## src/rtl/seg_port_pkg.sv

```systemverilog
package seg_port_pkg;
  typedef enum logic [1:0] {
    RES_CMP = 2'b00,
    RES_MK1 = 2'b01,
    RES_MK2 = 2'b10,
    RES_MEM = 2'b11
  } res_e;
  localparam int NUM_RES = 4;
endpackage

```

## src/rtl/seg_sel_ctr.sv

```systemverilog
module seg_sel_ctr
  import seg_port_pkg::*;
#(
  parameter int NUM_SEG = 4,
  localparam int CNT_W = (NUM_SEG > 1) ? $clog2(NUM_SEG) : 1
) (
  input  logic             clk,
  input  logic             rst_n,
  input  logic             sel_vld,
  input  res_e             sel_code,
  input  logic             stb,
  output res_e             code,
  output logic [CNT_W-1:0] seg
);
  localparam logic [CNT_W-1:0] LAST = CNT_W'(NUM_SEG - 1);

  res_e             code_d;
  logic [CNT_W-1:0] seg_d;
  logic             code_en;
  logic             seg_en;

  always_comb begin
    code_en = sel_vld;
    code_d  = sel_code;
    seg_en  = sel_vld | stb;
    if (sel_vld)          seg_d = '0;
    else if (seg == LAST) seg_d = '0;
    else                  seg_d = seg + 1'b1;
  end

  always_ff @(posedge clk or negedge rst_n) begin
    if (!rst_n) begin
      code <= RES_CMP;
      seg  <= '0;
    end else begin
      if (code_en) code <= code_d;
      if (seg_en)  seg  <= seg_d;
    end
  end

  assert_sel_loads_R4: assert property (@(posedge clk) disable iff (!rst_n)
    sel_vld |=> (code == $past(sel_code)) && (seg == '0));
  assert_step_wrap_R2: assert property (@(posedge clk) disable iff (!rst_n)
    (stb && !sel_vld && seg == LAST) |=> seg == '0);
  assert_step_inc_R3: assert property (@(posedge clk) disable iff (!rst_n)
    (stb && !sel_vld && seg != LAST) |=> seg == $past(seg) + 1'b1);
  assert_idle_hold_R5: assert property (@(posedge clk) disable iff (!rst_n)
    (!stb && !sel_vld) |=> $stable(seg) && $stable(code));
endmodule

```

## src/rtl/seg_word_bank.sv

```systemverilog
module seg_word_bank
  import seg_port_pkg::*;
#(
  parameter int SEG_W   = 16,
  parameter int NUM_SEG = 4,
  localparam int WORD_W = SEG_W * NUM_SEG,
  localparam int CNT_W  = (NUM_SEG > 1) ? $clog2(NUM_SEG) : 1
) (
  input  logic              clk,
  input  logic              rst_n,
  input  logic              wr_en,
  input  res_e              wr_res,
  input  logic [CNT_W-1:0]  wr_seg,
  input  logic [SEG_W-1:0]  wr_data,
  output logic [WORD_W-1:0] cmp_q,
  output logic [WORD_W-1:0] mk1_q,
  output logic [WORD_W-1:0] mk2_q,
  output logic [WORD_W-1:0] mem_wdata,
  output logic              mem_we,
  output logic              cmp_trig
);
  localparam logic [CNT_W-1:0] LAST = CNT_W'(NUM_SEG - 1);

  logic [WORD_W-1:0] word_q [NUM_RES];
  logic              last_wr;
  logic              trig_d;
  logic              we_d;

  for (genvar r = 0; r < NUM_RES; r++) begin : g_word
    logic              en;
    logic [WORD_W-1:0] word_d;

    always_comb begin
      en     = wr_en && (wr_res == res_e'(r));
      word_d = word_q[r];
      word_d[wr_seg*SEG_W +: SEG_W] = wr_data;
    end

    always_ff @(posedge clk or negedge rst_n) begin
      if (!rst_n)  word_q[r] <= '0;
      else if (en) word_q[r] <= word_d;
    end
  end

  always_comb begin
    last_wr = wr_en && (wr_seg == LAST);
    trig_d  = last_wr && (wr_res != RES_MEM);
    we_d    = last_wr && (wr_res == RES_MEM);
  end

  always_ff @(posedge clk or negedge rst_n) begin
    if (!rst_n) begin
      cmp_trig <= 1'b0;
      mem_we   <= 1'b0;
    end else begin
      cmp_trig <= trig_d;
      mem_we   <= we_d;
    end
  end

  assign cmp_q     = word_q[RES_CMP];
  assign mk1_q     = word_q[RES_MK1];
  assign mk2_q     = word_q[RES_MK2];
  assign mem_wdata = word_q[RES_MEM];

  assert_trig_pulse_R6: assert property (@(posedge clk) disable iff (!rst_n)
    cmp_trig |=> !cmp_trig);
  assert_trig_cause_R6: assert property (@(posedge clk) disable iff (!rst_n)
    cmp_trig |-> $past(wr_en) && ($past(wr_seg) == LAST) && ($past(wr_res) != RES_MEM));
  assert_mem_we_R7: assert property (@(posedge clk) disable iff (!rst_n)
    mem_we |-> $past(wr_en) && ($past(wr_seg) == LAST) && ($past(wr_res) == RES_MEM));
  assert_no_trig_mem_R7: assert property (@(posedge clk) disable iff (!rst_n)
    !(mem_we && cmp_trig));
  assert_cmp_only_R10: assert property (@(posedge clk) disable iff (!rst_n)
    (wr_en && wr_res == RES_CMP) |=> $stable(mk1_q) && $stable(mk2_q) && $stable(mem_wdata));
  assert_hold_idle_R10: assert property (@(posedge clk) disable iff (!rst_n)
    !wr_en |=> $stable(cmp_q) && $stable(mk1_q) && $stable(mk2_q));
endmodule

```

## src/rtl/seg_rd_mux.sv

```systemverilog
module seg_rd_mux
  import seg_port_pkg::*;
#(
  parameter int SEG_W   = 16,
  parameter int NUM_SEG = 4,
  localparam int WORD_W = SEG_W * NUM_SEG,
  localparam int CNT_W  = (NUM_SEG > 1) ? $clog2(NUM_SEG) : 1
) (
  input  res_e              src,
  input  logic [CNT_W-1:0]  seg,
  input  logic [WORD_W-1:0] cmp_q,
  input  logic [WORD_W-1:0] mk1_q,
  input  logic [WORD_W-1:0] mk2_q,
  input  logic [WORD_W-1:0] mem_rdata,
  output logic [SEG_W-1:0]  rd_data
);
  logic [WORD_W-1:0] word;

  always_comb begin
    unique case (src)
      RES_CMP: word = cmp_q;
      RES_MK1: word = mk1_q;
      RES_MK2: word = mk2_q;
      default: word = mem_rdata;
    endcase
    rd_data = word[seg*SEG_W +: SEG_W];
  end
endmodule

```

## src/rtl/seg_data_port.sv

```systemverilog
module seg_data_port
  import seg_port_pkg::*;
#(
  parameter int SEG_W   = 16,
  parameter int NUM_SEG = 4,
  localparam int WORD_W = SEG_W * NUM_SEG,
  localparam int CNT_W  = (NUM_SEG > 1) ? $clog2(NUM_SEG) : 1
) (
  input  logic              clk,
  input  logic              rst_n,
  input  logic              sel_src_vld,
  input  logic              sel_dst_vld,
  input  logic [1:0]        sel_code,
  input  logic              wr_stb,
  input  logic [SEG_W-1:0]  wr_data,
  input  logic              rd_stb,
  output logic [SEG_W-1:0]  rd_data,
  output logic [1:0]        src_code,
  output logic [1:0]        dst_code,
  output logic              cmp_trig,
  output logic [WORD_W-1:0] cmp_q,
  output logic [WORD_W-1:0] mk1_q,
  output logic [WORD_W-1:0] mk2_q,
  input  logic [WORD_W-1:0] mem_rdata,
  output logic [WORD_W-1:0] mem_wdata,
  output logic              mem_we
);
  res_e             src_res;
  res_e             dst_res;
  logic [CNT_W-1:0] src_seg;
  logic [CNT_W-1:0] dst_seg;
  logic             wr_en;
  logic             rd_en;

  assign wr_en = wr_stb & ~sel_dst_vld;
  assign rd_en = rd_stb & ~sel_src_vld;

  seg_sel_ctr #(.NUM_SEG(NUM_SEG)) u_src_ctr (
    .clk(clk), .rst_n(rst_n), .sel_vld(sel_src_vld), .sel_code(res_e'(sel_code)),
    .stb(rd_en), .code(src_res), .seg(src_seg)
  );

  seg_sel_ctr #(.NUM_SEG(NUM_SEG)) u_dst_ctr (
    .clk(clk), .rst_n(rst_n), .sel_vld(sel_dst_vld), .sel_code(res_e'(sel_code)),
    .stb(wr_en), .code(dst_res), .seg(dst_seg)
  );

  seg_word_bank #(.SEG_W(SEG_W), .NUM_SEG(NUM_SEG)) u_bank (
    .clk(clk), .rst_n(rst_n), .wr_en(wr_en), .wr_res(dst_res), .wr_seg(dst_seg),
    .wr_data(wr_data), .cmp_q(cmp_q), .mk1_q(mk1_q), .mk2_q(mk2_q),
    .mem_wdata(mem_wdata), .mem_we(mem_we), .cmp_trig(cmp_trig)
  );

  seg_rd_mux #(.SEG_W(SEG_W), .NUM_SEG(NUM_SEG)) u_rd_mux (
    .src(src_res), .seg(src_seg), .cmp_q(cmp_q), .mk1_q(mk1_q), .mk2_q(mk2_q),
    .mem_rdata(mem_rdata), .rd_data(rd_data)
  );

  assign src_code = src_res;
  assign dst_code = dst_res;

  assert_sides_apart_R5: assert property (@(posedge clk) disable iff (!rst_n)
    (sel_src_vld && !sel_dst_vld) |=> $stable(dst_code));
  assert_strobe_lost_R9: assert property (@(posedge clk) disable iff (!rst_n)
    (sel_dst_vld && wr_stb) |=> $stable(cmp_q) && $stable(mk1_q) && $stable(mk2_q) && !cmp_trig);
endmodule

```

## config.mk

```make
export PLATFORM = sky130hd
export DESIGN_NAME = seg_data_port
export DESIGN_NICKNAME = d
export VERILOG_FILES = /design/src/rtl/seg_port_pkg.sv /design/src/rtl/seg_sel_ctr.sv /design/src/rtl/seg_word_bank.sv /design/src/rtl/seg_rd_mux.sv /design/src/rtl/seg_data_port.sv
export SDC_FILE = /design/constraint.sdc
export NUM_CORES = 1
export LEC_CHECK = 0
export ABC_AREA = 0
export BUFFER_PORTS_ARGS = -buffer_cell sky130_fd_sc_hd__buf_4
export CORE_MARGIN = 2
export CORE_UTILIZATION = 40
export CTS_CLUSTER_DIAMETER = 150
export CTS_CLUSTER_SIZE = 40
export DETAILED_ROUTE_END_ITERATION = 6
export MAX_ROUTING_LAYER = met4
export PLACE_DENSITY = 0.68
export SLEW_MARGIN = 20
export SYNTH_ARGS = -nofsm -noshare
export SYNTH_HDL_FRONTEND = slang
export SYNTH_HIERARCHICAL = 1
export SYNTH_SLANG_ARGS = --single-unit
```

## constraint.sdc

```tcl
create_clock -name clk -period 3 [get_ports clk]
set_clock_uncertainty 0.2 [all_clocks]
set_input_delay 0.15 -clock clk [delete_from_list [all_inputs] [get_ports clk]]
set_output_delay 0.15 -clock clk [all_outputs]
set_load 0.005 [all_outputs]
```

==> impl_metrics.tcl <==
set metrics [dict create \
    antenna_found_initial 1 \
    worst_setup_path_start_kind "flip-flop" \
    rsz0062_at_grt "no" \
    vias_per_cell 5.619 \
    coreArea_sq_um 29480 \
    path_clk_slew_ns 0.16 \
    syn_area_per_cell_sq_um 10.77 \
    die_y_um 176.7 \
    grt_pass1_vias 9705 \
    cp_num_buf_inv 2 \
    power_uw 7487 \
    critical_path_depth 5 \
    dieWidth_um 176.7 \
    critPathLaunch "u_src_ctr/code[0]" \
    hold_viol 0 \
    worst_pin_slew_ns 0.7613 \
    grt_max_degree 87 \
    max_slew_margin 0.4901 \
    cts.sinks 266 \
    yosys_warnings 6 \
    use_met2 0.4279 \
    drtIter0Drc 1330 \
    power_density_nw_per_um2 475.6 \
    min_period_ns 2.940 \
    ioPinCount 366 \
    timing.rr.start "u_dst_ctr/seg[1]" \
    crit_arrival_ns 2.59 \
    final_common_cell "buf_4" \
    drive_gt1_frac 0.3351 \
    max_freq_mhz 340.1 \
    max-vdd-ir-drop_v 0.0003637 \
    path_class "reg -> out" \
    leakage_uw 0.007429 \
    syn_inst 1108 \
    drtAntennaViolNets 0 \
    layout.nets 1569 \
    num_rows 63 \
    max_stage_delay_ns 0.65 \
    setup_viol 0 \
    synth_area_leaders "dfrtp_1 56%, nand2_1 11%, mux4_2 9.6%, o21ai_0 9.5%, mux4_1 2.9%" \
    root_buffer "clkbuf_16" \
    cap_violations 0 \
    cts_max_path_buffers 3 \
    hold_start "sel_dst_vld" \
    worstHoldPathType "in -> reg" \
    syn_area_sq_um 11930 \
    reg2regPathDepth 5 \
    use_met1 0.4366 \
    hold_end "u_dst_ctr/seg[1]" \
    cp.required_ns 2.65 \
    tns_ns 0 \
    wl_per_cell_um 25.20 \
    crit_slowest_cell "mux4_1" \
    worstSetupEndpointType "output pin" \
    status "finished clean" \
    insertion_delay_ns 0.51 \
    grt_pass1_wl_um 67000 \
    worst_path_dominant_cell_family "multiplexers" \
    mostFrequentLayoutCells "402 x buf_4, 334 x nand2_1, 263 x dfrtp_1, 227 x o21ai_0, 51 x mux4_2" \
    firstDrtPassIters 5 \
    numPortBuffers 365 \
    synth_seq_area_share 0.5579 \
    die_area_sq_um 31230 \
    worst-path-max-fanout 20 \
    grtUsageTotal 0.3064 \
    synth-seq-cells 266 \
    whs_path_depth 3 \
    dp_hpwl_um 36090 \
    gp_routability_congestion 1.040 \
    timing.rr.end "u_bank/cmp_q[8]" \
    post_synth_num_cell_types 34 \
    worstPathCellList "buf_6 > mux4_1 > nand3_1 > nand3_1 > buf_4" \
    netlist.area_leader.share 0.5579 \
    reg2reg_slack_ns 0.64 \
    cts_buffers 10 \
    yosys.area.top_type "dfrtp_1" \
    grt_overflow 0 \
    synthToLayoutAreaGrowth_pct 31.93 \
    drv_slew 0 \
    post-route-period-util 0.9800 \
    top_usage_layer "met1" \
    cp_common_cell "nand3_1" \
    synth_fp_nets 1203 \
    use_met3 0.05820 \
    vias 10496 \
    initial_utilization 0.4047 \
    htree_num_levels 1 \
    wirelength_um 47070 \
    cts_tree "done" \
    route.detailed.drc 0 \
]
## synth_stat cells (all sizes together)
cell type / number
o21ai: 256
nand4: 4
a22oi: 16
mux2: 4
nand4bb: 4
nor3b: 1
or3b: 2
nand2: 334
and3b: 1
nand4b: 9
and4bb: 1
ha: 7
mux4: 64
nor4b: 1
nand3: 33
nor2b: 7
nand3b: 1
inv: 3
dfrtp: 266
mux2i: 2
nor2: 5
a21oi: 3
clkbuf: 37
buf: 45
nand2b: 2
## repair_timing
item | CTS | global route
setup buffers | 6 | 5
resized for setup | 7 | 1
setup endpoints to repair | 15 | 4
cloned | 0 | 0
hold buffers | 27 | 0
hold endpoints to repair | 529 | 0
## logic make-up after synthesis
| logic type | count (synthesis) | synth area share |
|---|---|---|
| and+or+nand+nor | 405 | 0.1466 |
| AOI/OAI and AO/OA | 275 | 0.1193 |
| DFF | 266 | 0.5579 |
| buffers and inverters | 85 | 0.03848 |
| muxes | 70 | 0.1303 |
| adders and majority gates | 7 | 0.007340 |
## flip-flops by register name (all words and copies together), names as in the netlist
signal / flops
u_src_ctr/seg: 2
u_dst_ctr/seg: 2
u_bank/mk1_q: 64
u_bank/cmp_q: 64
u_src_ctr/code: 2
u_bank/mk2_q: 64
u_bank/mem_we: 1
u_bank/mem_wdata: 64
u_dst_ctr/code: 2
u_bank/cmp_trig: 1
## worst max path at each step
stage,endpoint,slack [ns]
6_report,rd_data[0],0.06
4_1_cts,rd_data[12],-0.006
3_5_place_dp,rd_data[11],0.28
2_1_floorplan,u_bank/cmp_q[9],0.95
3_3_place_gp,rd_data[11],0.34
5_1_grt,rd_data[0],0.007
## where the power goes
part | leakage (uW) | internal (uW) | switching (uW)
registers | 0.00366 | 3820 | 258
clock network | 0.000146 | 696 | 1120
logic | 0.00363 | 813 | 778
total | 0.00743 | 5330 | 2160
## layout make-up
class,count,area (sq um)
fill,2716,13740
sequential,266,6665
multi-input combinational,757,4848
timing repair buffer,436,3423
tap,390,488.0
clock buffer,14,286.5
clock inverter,1,16.27
inverter,3,11.26
antenna,1,2.502
## through the flow
step / worst slack, ns / std cells / area (sq um) / util / hold slack, ns
2_1_floorplan: 0.9516 / 1108 / 11930 / - / -0.3456
4_1_cts: -0.006001 / 1862 / 15690 / 0.5323 / 0.1837
3_3_place_gp: 0.3433 / 1814 / 15010 / 0.5092 / -0.06755
5_1_grt: 0.006995 / 1868 / 15740 / 0.5340 / 0.1912
3_5_place_dp: 0.2836 / 1814 / 15010 / 0.5092 / -0.05417
6_report: 0.06008 / 1868 / 15740 / 0.5340 / 0.2202
## routing by layer
metal | vias to the layer above | wire length [um]
met3 | 101 | 4470
li1 | 4615 | -
met5 | - | 0
met1 | 5191 | 19590
met4 | 0 | 2568
met2 | 589 | 20440
## worst reg2reg max path: stages (launching register included)
cell      delay, ns
dfrtp_1        0.45
inv_1          0.10
ha_1           0.37
and4bb_2       0.64
nand2_1        0.31
o21ai_0        0.22
(Power assumes the default switching activity.)
